$ cat config.mk
export PLATFORM = sky130hd
export DESIGN_NAME = burst_col_seq
export DESIGN_NICKNAME = d
export VERILOG_FILES = /design/src/rtl/burst_col_pkg.sv /design/src/rtl/burst_mode_reg.sv /design/src/rtl/burst_len_decode.sv /design/src/rtl/burst_col_gen.sv /design/src/rtl/burst_col_seq.sv
export SDC_FILE = /design/constraint.sdc
export NUM_CORES = 1
export LEC_CHECK = 0
export ABC_AREA = 1
export BUFFER_PORTS_ARGS = -buffer_cell sky130_fd_sc_hd__buf_2
export CAP_MARGIN = 40
export CORE_MARGIN = 3
export CORE_UTILIZATION = 50
export CTS_CLUSTER_SIZE = 20
export DETAILED_ROUTE_END_ITERATION = 10
export PLACE_DENSITY_LB_ADDON = 0.05
export SLEW_MARGIN = 20
export SYNTH_ARGS = -nofsm -noshare
export SYNTH_HDL_FRONTEND = slang
export SYNTH_SLANG_ARGS = --single-unit
$ cat constraint.sdc
create_clock -name clk -period 6.1 [get_ports clk]
set_clock_uncertainty 0.05 [all_clocks]
set_input_delay 1.22 -clock clk [delete_from_list [all_inputs] [get_ports clk]]
set_output_delay 1.22 -clock clk [all_outputs]
set_load 0.01 [all_outputs]
$ cat src/rtl/burst_col_pkg.sv
package burst_col_pkg;

    localparam int BL_CODE_W = 3;
    localparam logic [BL_CODE_W-1:0] BL_CODE_FULL = 3'd7;

    typedef struct packed {
        logic [BL_CODE_W-1:0] bl_code;
        logic                 ilv;
    } burst_mode_t;

    localparam burst_mode_t MODE_RESET = '{bl_code: '0, ilv: 1'b0};

endpackage

$ cat src/rtl/burst_mode_reg.sv
module burst_mode_reg
    import burst_col_pkg::*;
(
    input  logic                 clk,
    input  logic                 rst_n,
    input  logic                 load,
    input  logic [BL_CODE_W-1:0] bl_in,
    input  logic                 ilv_in,
    output burst_mode_t          mode
);

    burst_mode_t mode_d, mode_q;

    always_comb begin
        mode_d = mode_q;
        if (load) begin
            mode_d.bl_code = bl_in;
            mode_d.ilv     = ilv_in;
        end
    end

    always_ff @(posedge clk or negedge rst_n) begin
        if (!rst_n) begin
            mode_q <= MODE_RESET;
        end else begin
            mode_q <= mode_d;
        end
    end

    assign mode = mode_q;

endmodule

$ cat src/rtl/burst_len_decode.sv
module burst_len_decode
    import burst_col_pkg::*;
#(
    parameter int COL_W   = 9,
    parameter int MAX_LOG = 3
) (
    input  burst_mode_t      mode,
    output logic [COL_W-1:0] wrap_mask,
    output logic             full_page,
    output logic             ilv_eff
);

    localparam int CODE_MAX = MAX_LOG;

    logic                 fixed_ok;
    logic [BL_CODE_W-1:0] log_eff;

    always_comb begin
        full_page = (mode.bl_code == BL_CODE_FULL);
        fixed_ok  = (32'(mode.bl_code) <= CODE_MAX);
        log_eff   = fixed_ok ? mode.bl_code : '0;
        ilv_eff   = mode.ilv && !full_page;
    end

    for (genvar i = 0; i < COL_W; i++) begin : g_mask
        assign wrap_mask[i] = full_page || (i < 32'(log_eff));
    end

endmodule

$ cat src/rtl/burst_col_gen.sv
module burst_col_gen #(
    parameter int COL_W = 9
) (
    input  logic [COL_W-1:0] base_col,
    input  logic [COL_W-1:0] beat,
    input  logic [COL_W-1:0] wrap_mask,
    input  logic             ilv,
    output logic [COL_W-1:0] col
);

    logic [COL_W-1:0] seq_sum;
    logic [COL_W-1:0] ilv_val;

    always_comb begin
        seq_sum = base_col + beat;
        ilv_val = base_col ^ beat;
    end

    for (genvar i = 0; i < COL_W; i++) begin : g_bit
        always_comb begin
            if (!wrap_mask[i]) begin
                col[i] = base_col[i];
            end else if (ilv) begin
                col[i] = ilv_val[i];
            end else begin
                col[i] = seq_sum[i];
            end
        end
    end

endmodule

$ cat src/rtl/burst_col_seq.sv
module burst_col_seq
    import burst_col_pkg::*;
#(
    parameter int COL_W   = 9,
    parameter int MAX_LOG = 3
) (
    input  logic                 clk,
    input  logic                 rst_n,
    input  logic                 mode_load,
    input  logic [BL_CODE_W-1:0] mode_bl,
    input  logic                 mode_ilv,
    input  logic                 start,
    input  logic [COL_W-1:0]     start_col,
    input  logic                 advance,
    input  logic                 terminate,
    output logic [COL_W-1:0]     col,
    output logic                 last,
    output logic                 busy
);

    typedef struct packed {
        logic             busy;
        logic [COL_W-1:0] col;
        logic [COL_W-1:0] base;
        logic [COL_W-1:0] beat;
        logic [COL_W-1:0] mask;
        logic             full;
        logic             ilv;
    } seq_state_t;

    burst_mode_t      mode_cur;
    logic [COL_W-1:0] dec_mask;
    logic             dec_full;
    logic             dec_ilv;
    logic [COL_W-1:0] beat_inc;
    logic [COL_W-1:0] gen_col;
    logic             last_w;

    seq_state_t st_d, st_q;

    burst_mode_reg u_mode (
        .clk    (clk),
        .rst_n  (rst_n),
        .load   (mode_load),
        .bl_in  (mode_bl),
        .ilv_in (mode_ilv),
        .mode   (mode_cur)
    );

    burst_len_decode #(
        .COL_W   (COL_W),
        .MAX_LOG (MAX_LOG)
    ) u_dec (
        .mode      (mode_cur),
        .wrap_mask (dec_mask),
        .full_page (dec_full),
        .ilv_eff   (dec_ilv)
    );

    assign beat_inc = st_q.beat + COL_W'(1);

    burst_col_gen #(
        .COL_W (COL_W)
    ) u_gen (
        .base_col  (st_q.base),
        .beat      (beat_inc),
        .wrap_mask (st_q.mask),
        .ilv       (st_q.ilv),
        .col       (gen_col)
    );

    // final beat of a fixed burst: the beat count has reached BL-1
    assign last_w = st_q.busy && !st_q.full && (st_q.beat == st_q.mask);

    always_comb begin
        st_d = st_q;
        if (start) begin
            st_d.busy = 1'b1;
            st_d.base = start_col;
            st_d.col  = start_col;
            st_d.beat = '0;
            st_d.mask = dec_mask;
            st_d.full = dec_full;
            st_d.ilv  = dec_ilv;
        end else if (st_q.busy && terminate) begin
            st_d.busy = 1'b0;
        end else if (st_q.busy && advance) begin
            if (last_w) begin
                st_d.busy = 1'b0;
            end else begin
                st_d.beat = beat_inc;
                st_d.col  = gen_col;
            end
        end
    end

    always_ff @(posedge clk or negedge rst_n) begin
        if (!rst_n) begin
            st_q <= '0;
        end else begin
            st_q <= st_d;
        end
    end

    assign col  = st_q.col;
    assign busy = st_q.busy;
    assign last = last_w;

endmodule

==> impl_metrics.env, run 1 <==
export IMPL_synthesis_nets=320
export IMPL_crit_fanout=30
export IMPL_drcViolationCount=0
export IMPL_powerDensity_mw_per_mm2=250
export IMPL_clock_sinks=37
export IMPL_cts_root_buf="clkbuf_8"
export IMPL_netlist_area_sq_mm=0.00231
export IMPL_fp_row_count=24
export IMPL_num_vias=1864
export IMPL_antenna_found_initial=0
export IMPL_yosys_top_cells_count="nand2_1, dfrtp_1, inv_1, nand3_1, nor2_1"
export IMPL_status="completed"
export IMPL_final_nets=340
export IMPL_grt_ovfl_total=0
export IMPL_io_buffer_count=29
export IMPL_share_comb_of_total_power_pct=23.5
export IMPL_htreeDepth=2
export IMPL_coreArea_sq_mm=0.00441
export IMPL_die_w_um=74.0
export IMPL_yosysTopAreaCellShare_pct=40.0
export IMPL_wl_per_cell_um=12.9
export IMPL_yosys_top_cells_area="dfrtp_1, nand2_1, ha_1, inv_1, nand3_1"
export IMPL_async_flop_share_pct=100
export IMPL_crit_arrival_ps=3340
export IMPL_yosys_area_share_adder_pct=6.81
export IMPL_die_h_um=74.0
export IMPL_ys_ff_latch=37
export IMPL_p_clk_share_pct=30.5
export IMPL_netSwitchingFraction_pct=31.6
export IMPL_syn_to_final_growth_pct=9.41
export IMPL_slew_viol_final=0
export IMPL_seq_area_frac_synth_pct=40.0
export IMPL_placed_cell_area_sq_mm=0.00243
export IMPL_final_setup_tns_ps=0
export IMPL_start_util_pct=52.4
export IMPL_drt_iter0_drc=91
export IMPL_grt_util_all_layers_pct=20.4
export IMPL_yosysMostFrequentCell="nand2_1"
export IMPL_synth_top_family_by_area="simple AND/OR/NAND/NOR gates"
export IMPL_layout_setup_ws_ps=2900
export IMPL_synth_cell_types=32
export IMPL_numCtsBuffers=5
export IMPL_cts_hold_buf=0
export IMPL_drt_total_wl_mm=4.68
export IMPL_p_int_uw=432
export IMPL_fmaxAchievable_ghz=0.313
export IMPL_cts_max_path_buffers=2
export IMPL_hold_violations=0
export IMPL_syn_inst=289
export IMPL_drv_cap=0
export IMPL_peakVddDrop_v=0.000140
export IMPL_synth_top_cell_by_area="dfrtp_1"
export IMPL_grt_pass1_wl_mm=8.48
export IMPL_clk_latency_ps=290
export IMPL_syn_area_per_cell_sq_um=8.01
export IMPL_io_pins=30
export IMPL_worstMarginPinSlew_ps=759
export IMPL_fin_crit_sh_pct=52.4
export IMPL_synth_compound_area_share_pct=13.8
export IMPL_postRouteAntennaNets=0
export IMPL_firstDrtPassIters=4
export IMPL_start_kind="input port"
export IMPL_cts_tree="done"
export IMPL_nFillCells=424
export IMPL_grt_setup_unrepaired="false"
export IMPL_antenna_cells=0
export IMPL_grt_max_degree=31
export IMPL_slew_headroom_pct=49.3
export IMPL_crit_path_end_kind="register"
export IMPL_leakage_nw=1.30
export IMPL_globalplace_congestion=0.851
export IMPL_setup_viol=0
export IMPL_path_clk_slew_ps=80
export IMPL_p_seq_share_pct=46.0
export IMPL_cts_resized_gates=0
export IMPL_place_hpwl_mm=3.45
export IMPL_hp_class="register to register"
export IMPL_finalInstanceArea_sq_mm=0.00253
export IMPL_synthFlopType="dfrtp_1"
export IMPL_worstPathRequired_ps=6240
export IMPL_place_ws_ps=2620
export IMPL_yosys_warnings=0
export IMPL_layout_min_cycle_time_ps=3200
export IMPL_synthXorXnorAreaFrac_pct=3.41
export IMPL_die_area_sq_mm=0.00548
export IMPL_drive_above_1_share_pct=17.7
export IMPL_critPathKind="input port to register"
export IMPL_switchingPower_uw=200
export IMPL_post_cts_buffers=0
export IMPL_yosys_area_share_simple_pct=23.4
export IMPL_synth_edf_count=0
export IMPL_grt_pass1_vias=1852
export IMPL_synth_mux_area_share_pct=1.46
export IMPL_vias_per_cell=5.15
-- stage by stage --
step	utilization, %	hold WS, ps	instances	total power, mW
floorplan	-	416	289	0.412
global placement	54.4	429	353	0.440
detailed placement	55.0	440	354	0.444
CTS	57.3	464	362	0.641
global route	57.3	497	362	0.676
finish	57.3	457	362	0.633
-- cells in the final DEF (no fill, tap or decap), types with 2 or more instances in the layout --
cell / n
nand2_1: 65
dfrtp_1: 37
inv_1: 34
buf_2: 29
nand3_1: 25
nor2_1: 22
o21ai_0: 19
a21oi_1: 15
ha_1: 11
xor2_1: 7
clkbuf_8: 7
o21ai_2: 6
nand4_1: 4
nor3_1: 3
o211ai_1: 3
mux2_2: 3
a31oi_2: 3
xnor2_1: 2
o21bai_1: 2
-- state kept, by name, indices dropped and copies added, names as in the netlist --
signal       flops
u_mode.mode      4
st_q            23
col              9
busy             1
-- worst max-delay path, cell delays in order --
cell	delay (ps)
buf_2	340
inv_1	460
nand2_2	660
inv_1	300
nor2_1	160
nand3_1	90
nand2_1	60
inv_1	30
-- logic make-up after synthesis --
kind of cell | Yosys count
compound gates | 51
fa+ha+maj | 12
mux | 3
flops | 37
buf+inv | 53
simple gates | 124
xor+xnor | 9
-- metal layers --
| layer | track usage [%] | vias to the layer above | routed length, um |
|---|---|---|---|
| li1 | - | 984 | - |
| met1 | 28.7 | 847 | 2350 |
| met2 | 31.1 | 28 | 2080 |
| met3 | 4.19 | 5 | 188 |
| met4 | 7.24 | 0 | 63 |
| met5 | 0 | - | 0 |
-- path summary, 6_finish.rpt --
kind                       startpoint        to  slack [ps]  depth (start not counted)
setup / recovery                start    col[8]        2900                          8
hold / removal                 col[6]    col[6]         460                          2
setup reg to reg             st_q[12]    col[8]        3550                         17
hold reg to reg                col[6]    col[6]         460                          2
max in group asynchronous       rst_n  st_q[23]        4770                          2
min in group asynchronous       rst_n      busy         790                          1
-- power by group through the flow --
stage               Clock (mW)  Combinational (mW)  Sequential, mW
finish                   0.193               0.148           0.291
global route             0.208               0.172           0.296
CTS                      0.199               0.150           0.292
detailed placement           0               0.148           0.296
global placement             0               0.143           0.297
floorplan                    0               0.122           0.290
-- final cells by class --
class / instances / area, sq um / area share [%]
Clock inverter: 1 / 5.00 / 0.198
Tap cell: 52 / 65.1 / 2.57
Inverter: 36 / 135 / 5.34
Multi-Input combinational cell: 199 / 1130 / 44.7
Sequential cell: 37 / 926 / 36.6
Timing Repair Buffer: 30 / 173 / 6.82
Clock buffer: 7 / 96.3 / 3.81
(Power assumes the default switching activity.)
==> run 2: changes to the inputs <==
==> constraint.sdc (replaced) <==
create_clock -name clk -period 2.91 [get_ports clk]
set_clock_uncertainty 0.05 [all_clocks]
set_input_delay 0.582 -clock clk [delete_from_list [all_inputs] [get_ports clk]]
set_output_delay 0.582 -clock clk [all_outputs]
set_load 0.01 [all_outputs]
==> run 2 against run 1 <==
Effect of this change: register-to-register slack got worse by 3200 ps; critical endpoint unchanged; critical path type is now register to register; cell count is 0.55% higher; sequential power grew 110%.
==> impl_metrics.env, run 2 (synthesized netlist as in run 1, its figures left out) <==
export IMPL_vias_per_cell=5.21
export IMPL_grt_pass1_vias=1712
export IMPL_status="completed"
export IMPL_num_vias=1898
export IMPL_peakVddDrop_v=0.000262
export IMPL_hold_violations=0
export IMPL_drv_cap=0
export IMPL_nFillCells=405
export IMPL_io_pins=30
export IMPL_crit_fanout=5
export IMPL_clk_latency_ps=290
export IMPL_largest_reg_flops=23
export IMPL_multi_input_area_sq_mm=0.00113
export IMPL_place_ws_ps=415
export IMPL_dr_wl_met2_mm=2.12
export IMPL_powerDensity_mw_per_mm2=510
export IMPL_slew_headroom_pct=72.6
export IMPL_clock_sinks=37
export IMPL_wl_per_cell_um=13.4
export IMPL_final_nets=343
export IMPL_numCtsBuffers=5
export IMPL_antenna_cells=0
export IMPL_start_kind="register"
export IMPL_coreArea_sq_mm=0.00441
export IMPL_postRouteAntennaNets=0
export IMPL_syn_to_final_growth_pct=9.73
export IMPL_fmaxAchievable_ghz=0.394
export IMPL_grt_ovfl_total=0
export IMPL_fp_row_count=24
export IMPL_cts_max_path_buffers=2
export IMPL_die_h_um=74.0
export IMPL_grt_util_all_layers_pct=19.7
export IMPL_grt_pass1_wl_mm=8.29
export IMPL_firstDrtPassIters=4
export IMPL_fin_crit_sh_pct=87.2
export IMPL_hp_class="input port to async pin"
export IMPL_final_setup_tns_ps=0
export IMPL_drt_iter0_drc=139
export IMPL_drive_above_1_share_pct=17.9
export IMPL_drt_total_wl_mm=4.86
export IMPL_die_area_sq_mm=0.00548
export IMPL_post_cts_buffers=0
export IMPL_die_w_um=74.0
export IMPL_crit_arrival_ps=2680
export IMPL_finalInstanceArea_sq_mm=0.00254
export IMPL_place_hpwl_mm=3.62
export IMPL_dr_wl_met3_um=198
export IMPL_crit_path_end_kind="register"
export IMPL_drt_met1_wl_mm=2.48
export IMPL_cts_tree="done"
export IMPL_antenna_found_initial=0
export IMPL_leakage_nw=1.31
export IMPL_start_util_pct=52.4
export IMPL_cts_root_buf="clkbuf_8"
export IMPL_path_clk_slew_ps=70
export IMPL_layout_setup_ws_ps=371
export IMPL_worstPathRequired_ps=3050
export IMPL_slew_viol_final=0
export IMPL_drcViolationCount=0
export IMPL_seq_area_sq_um=926
export IMPL_grt_setup_unrepaired="false"
export IMPL_worstMarginPinSlew_ps=410
export IMPL_io_buffer_count=29
export IMPL_layout_min_cycle_time_ps=2540
export IMPL_setup_viol=0
export IMPL_most_common_layout_cells="nand2_1, dfrtp_1, inv_1"
export IMPL_topRoutingLayerUsed="met4"
export IMPL_final_common_cell="nand2_1"
export IMPL_critPathKind="register to register"
export IMPL_htreeDepth=2
export IMPL_grt_max_degree=24
export IMPL_placed_cell_area_sq_mm=0.00245
export IMPL_cts_hold_buf=0
export IMPL_regMostFlops="st_q"
export IMPL_globalplace_congestion=0.876
export IMPL_cts_resized_gates=0
run 2: per-layer routing:
layer	up-vias	global-route usage [%]
li1	988	-
met1	868	28.5
met2	38	29.7
met3	4	3.65
met4	0	6.64
met5	-	0
run 2: worst paths after layout:
path                             to  startpoint  slack [ps]  cells after the start
setup / recovery             col[8]    st_q[11]         370                     17
hold / removal               col[0]       rst_n         160                      1
setup reg to reg             col[8]    st_q[11]         370                     17
hold reg to reg              col[6]      col[6]         450                      2
max in group asynchronous  st_q[25]       rst_n        2200                      2
min in group clk               busy   terminate         430                      2
run 2: layout make-up:
class                           instances  share of cell area (%)
Clock buffer                            7                    3.40
Inverter                               36                    5.32
Multi-Input combinational cell        199                    44.6
Sequential cell                        37                    36.5
Tap cell                               52                    2.56
Timing Repair Buffer                   33                    7.69
run 2: worst max-delay path: stages, from the launching register on:
cell and delay, ps:
dfrtp_1 410, ha_1 210, nand2_1 60, nor2_1 270, xor2_1 280, ha_1 330
nand2_1 90, inv_1 40, nand2_1 50, nand3_1 100, nand3_1 120, nand2_1 70
nand2_1 70, nand3_1 60, nand2_1 70, nand3_1 60, nand2_1 60, inv_1 40
run 2: stage by stage:
step | util, % | std cells | hold slack, ps | power [mW]
floorplan | - | 289 | 236 | 0.864
global placement | 54.9 | 356 | 434 | 0.928
detailed placement | 55.6 | 357 | 435 | 0.936
CTS | 57.5 | 364 | 164 | 1.31
global route | 57.5 | 364 | 184 | 1.38
finish | 57.5 | 364 | 157 | 1.29
run 2: power by group:
part | leakage, nW | switching (mW) | internal (mW)
Clock | 0.0443 | 0.182 | 0.188
Sequential | 0.457 | 0.0428 | 0.567
Combinational | 0.807 | 0.187 | 0.127
Total | 1.31 | 0.411 | 0.883
==> run 3: changes to the inputs <==
--- a/config.mk
+++ b/config.mk
@@ -16,4 +16,5 @@
 export SLEW_MARGIN = 20
 export SYNTH_ARGS = -nofsm -noshare
 export SYNTH_HDL_FRONTEND = slang
+export SYNTH_HIERARCHICAL = 1
 export SYNTH_SLANG_ARGS = --single-unit
==> run 3 against run 2 <==
Effect of this change: core utilization increased by 0.087 points; via count increased by 32%; die area increased by 22%; routed wire length increased by 40%; sequential power increased by 13%; combinational power decreased by 6%; first-iteration DRC count decreased by 24%; maximum frequency about the same; global-route usage increased by 2.7 points; sequential share of layout area decreased by 1.2 points; worst hold slack improved by 96 ps; synthesized cell count increased by 44%.
==> impl_metrics.env, run 3 <==
export IMPL_yosys_warnings=6
export IMPL_worst_path_buf_inv=2
export IMPL_r2r_start="st_q[12]"
export IMPL_final_cells=501
export IMPL_yosys_area_share_adder_pct=4.64
export IMPL_power_total_mw=1.44
export IMPL_grt_util_all_layers_pct=22.5
export IMPL_hp_class="input port to async pin"
export IMPL_status="completed"
export IMPL_largest_reg_flops=29
export IMPL_hold_violations=0
export IMPL_p_seq_share_pct=47.7
export IMPL_dpl_cell_count=493
export IMPL_netSwitchingFraction_pct=30.2
export IMPL_synthesis_nets=446
export IMPL_ys_ff_latch=43
export IMPL_htreeDepth=2
export IMPL_grt_ovfl_total=0
export IMPL_finalInstanceArea_sq_mm=0.00305
export IMPL_worstMarginPinSlew_ps=638
export IMPL_antenna_found_initial=0
export IMPL_synth_edf_count=0
export IMPL_drv_cap=0
export IMPL_cts_resized_gates=0
export IMPL_crit_start="st_q[12]"
export IMPL_async_flop_share_pct=100
export IMPL_crit_fanout=5
export IMPL_final_common_cell="nand2_1"
export IMPL_grt_setup_unrepaired="false"
export IMPL_clock_sinks=43
export IMPL_postRouteAntennaNets=0
export IMPL_synth_top_family_by_area="simple AND/OR/NAND/NOR gates"
export IMPL_switchingPower_uw=436
export IMPL_layout_min_cycle_time_ps=2540
export IMPL_p_int_mw=1.01
export IMPL_cts_hold_buf=0
export IMPL_regMostFlops="st_q"
export IMPL_grt_pass1_wl_mm=11.4
export IMPL_firstDrtPassIters=4
export IMPL_cts_tree="done"
export IMPL_start_kind="register"
export IMPL_die_area_sq_mm=0.00666
export IMPL_leakage_nw=1.78
export IMPL_utilization_pct=57.6
export IMPL_yosysMostFrequentCell="nand2_1"
export IMPL_coreArea_sq_mm=0.00530
export IMPL_synth_top_cell_by_area="dfrtp_1"
export IMPL_yosysTopAreaCellShare_pct=37.6
export IMPL_final_nets=460
export IMPL_slew_viol_final=0
export IMPL_cp_cell_sequence="ha_1 -> nand3_1 -> nor2_1 -> nand3_1 -> nand2_1 -> inv_1 -> ha_1 -> nand2_1 -> inv_1 -> nand2_1 -> nand2_1 -> nand2_1 -> nand2_1 -> nand2_1 -> nand3_1 -> nand2_1 -> nand2_1 -> nand2_1 -> nand2_1 -> nand2_1 -> nand2_1"
export IMPL_synthXorXnorAreaFrac_pct=1.84
export IMPL_seq_area_frac_synth_pct=37.6
export IMPL_peakVddDrop_v=0.000227
export IMPL_start_util_pct=53.9
export IMPL_crit_arrival_ps=2680
export IMPL_grt_pass1_vias=2388
export IMPL_path_clk_slew_ps=80
export IMPL_post_cts_buffers=0
export IMPL_cts_max_path_buffers=2
export IMPL_syn_to_final_growth_pct=6.83
export IMPL_cp_slowest_cell="dfrtp_1"
export IMPL_fmaxAchievable_ghz=0.394
export IMPL_critPathKind="register to register"
export IMPL_path_common_cell="nand2_1"
export IMPL_synth_compound_area_share_pct=4.03
export IMPL_netlist_area_sq_mm=0.00286
export IMPL_p_clk_share_pct=31.7
export IMPL_nFillCells=512
export IMPL_multi_input_area_sq_mm=0.00139
export IMPL_numCtsBuffers=5
export IMPL_synthFlopType="dfrtp_1"
export IMPL_die_h_um=81.6
export IMPL_io_pins=30
export IMPL_fp_row_count=26
export IMPL_cts_root_buf="clkbuf_8"
export IMPL_syn_area_per_cell_sq_um=6.86
export IMPL_slowest_delay_ps=440
export IMPL_clk_latency_ps=300
export IMPL_path_delay_family="simple AND/OR/NAND/NOR gates"
export IMPL_seq_area_sq_mm=0.00108
export IMPL_place_hpwl_mm=4.88
export IMPL_worstPathRequired_ps=3050
export IMPL_synth_mux_area_share_pct=0.394
export IMPL_yosys_top_cells_area="dfrtp_1, nand2_1, inv_1, nand3_1, buf_4"
export IMPL_drive_above_1_share_pct=12.5
export IMPL_fin_crit_sh_pct=87.3
export IMPL_wl_per_cell_um=13.6
export IMPL_io_buffer_count=29
export IMPL_antenna_cells=0
export IMPL_placed_cell_area_sq_mm=0.00293
export IMPL_slew_headroom_pct=57.5
export IMPL_final_setup_tns_ps=0
export IMPL_setup_viol=0
export IMPL_vias_per_cell=5.02
export IMPL_drt_iter0_drc=106
export IMPL_synth_cell_types=32
export IMPL_drcViolationCount=0
export IMPL_globalplace_congestion=0.921
export IMPL_die_w_um=81.6
export IMPL_syn_inst=417
export IMPL_crit_path_end_kind="register"
export IMPL_grt_max_degree=48
export IMPL_most_common_layout_cells="nand2_1, inv_1, dfrtp_1"
export IMPL_share_comb_of_total_power_pct=20.6
export IMPL_drt_total_wl_mm=6.82
export IMPL_yosys_area_share_simple_pct=37.9
export IMPL_powerDensity_mw_per_mm2=472
export IMPL_num_vias=2513
export IMPL_yosys_top_cells_count="nand2_1, inv_1, dfrtp_1, nand3_1, buf_4"
## run 3: cell count changes in the layout (fill, tap and decap cells not counted), moves of 4 or more
cell	previous run	this run
nand2_1	65	183
inv_1	34	49
nand3_1	25	35
o21ai_0	19	9
a21oi_1	15	6
nand4_1	4	12
dfrtp_1	37	43
nor2_1	22	16
o21ai_2	6	1
inv_2	1	5
## run 3: power by group through the flow
stage | Clock (mW) | Sequential [mW] | Combinational (mW)
detailed placement | 0 | 0.699 | 0.296
CTS | 0.465 | 0.688 | 0.297
finish | 0.457 | 0.688 | 0.296
floorplan | 0 | 0.687 | 0.233
global route | 0.495 | 0.695 | 0.338
global placement | 0 | 0.699 | 0.292
## run 3: metrics by stage
stage	worst slack (ps)	hold slack, ps
after global routing	42.4	282
after global placement	384	408
after floorplan	726	236
after detailed placement	374	420
final	370	253
after CTS	360	277
## run 3: area by class of cell
cell class	instances	area share, %
multi-input cells	293	45.6
flip-flops and latches	43	35.2
inverters	55	6.76
repair buffers	33	6.15
well taps	70	2.87
clock buffers	6	2.38
clock inverters	1	0.983
## run 3: per-layer routing
layer	wire length (um)	vias to the layer above	global-route usage (%)
met2	3160	58	37.6
met3	296	12	3.84
li1	-	1303	-
met4	203	0	7.97
met1	3160	1140	29.2
met5	0	-	0
## run 3: path summary, 6_finish.rpt
check,depth (start not counted),slack (ps),endpoint
worst max-delay path,21,370,col[8]
worst min-delay path,1,250,st_q[25]
worst max register to register,21,370,col[8]
worst min register to register,2,440,st_q[1]
max in group asynchronous,2,1870,st_q[17]
min in group clk,3,430,u_mode/mode[3]
## run 3: kinds of logic (layout without fill, tap and decap cells)
group / Yosys count / count (layout)
buffers and inverters: 81 / 95
DFF: 43 / 43
adders and majority gates: 10 / 10
muxes: 1 / 1
xor gates and xnor gates: 6 / 6
AOI/OAI and AO/OA: 19 / 19
and+or+nand+nor: 257 / 257
## run 3: worst reg2reg max path, delay by kind of cell, from the launching register on
family	cells	cell delay, ps
simple gates	17	1270
fa+ha+maj	2	550
buf+inv	2	90
flops	1	440
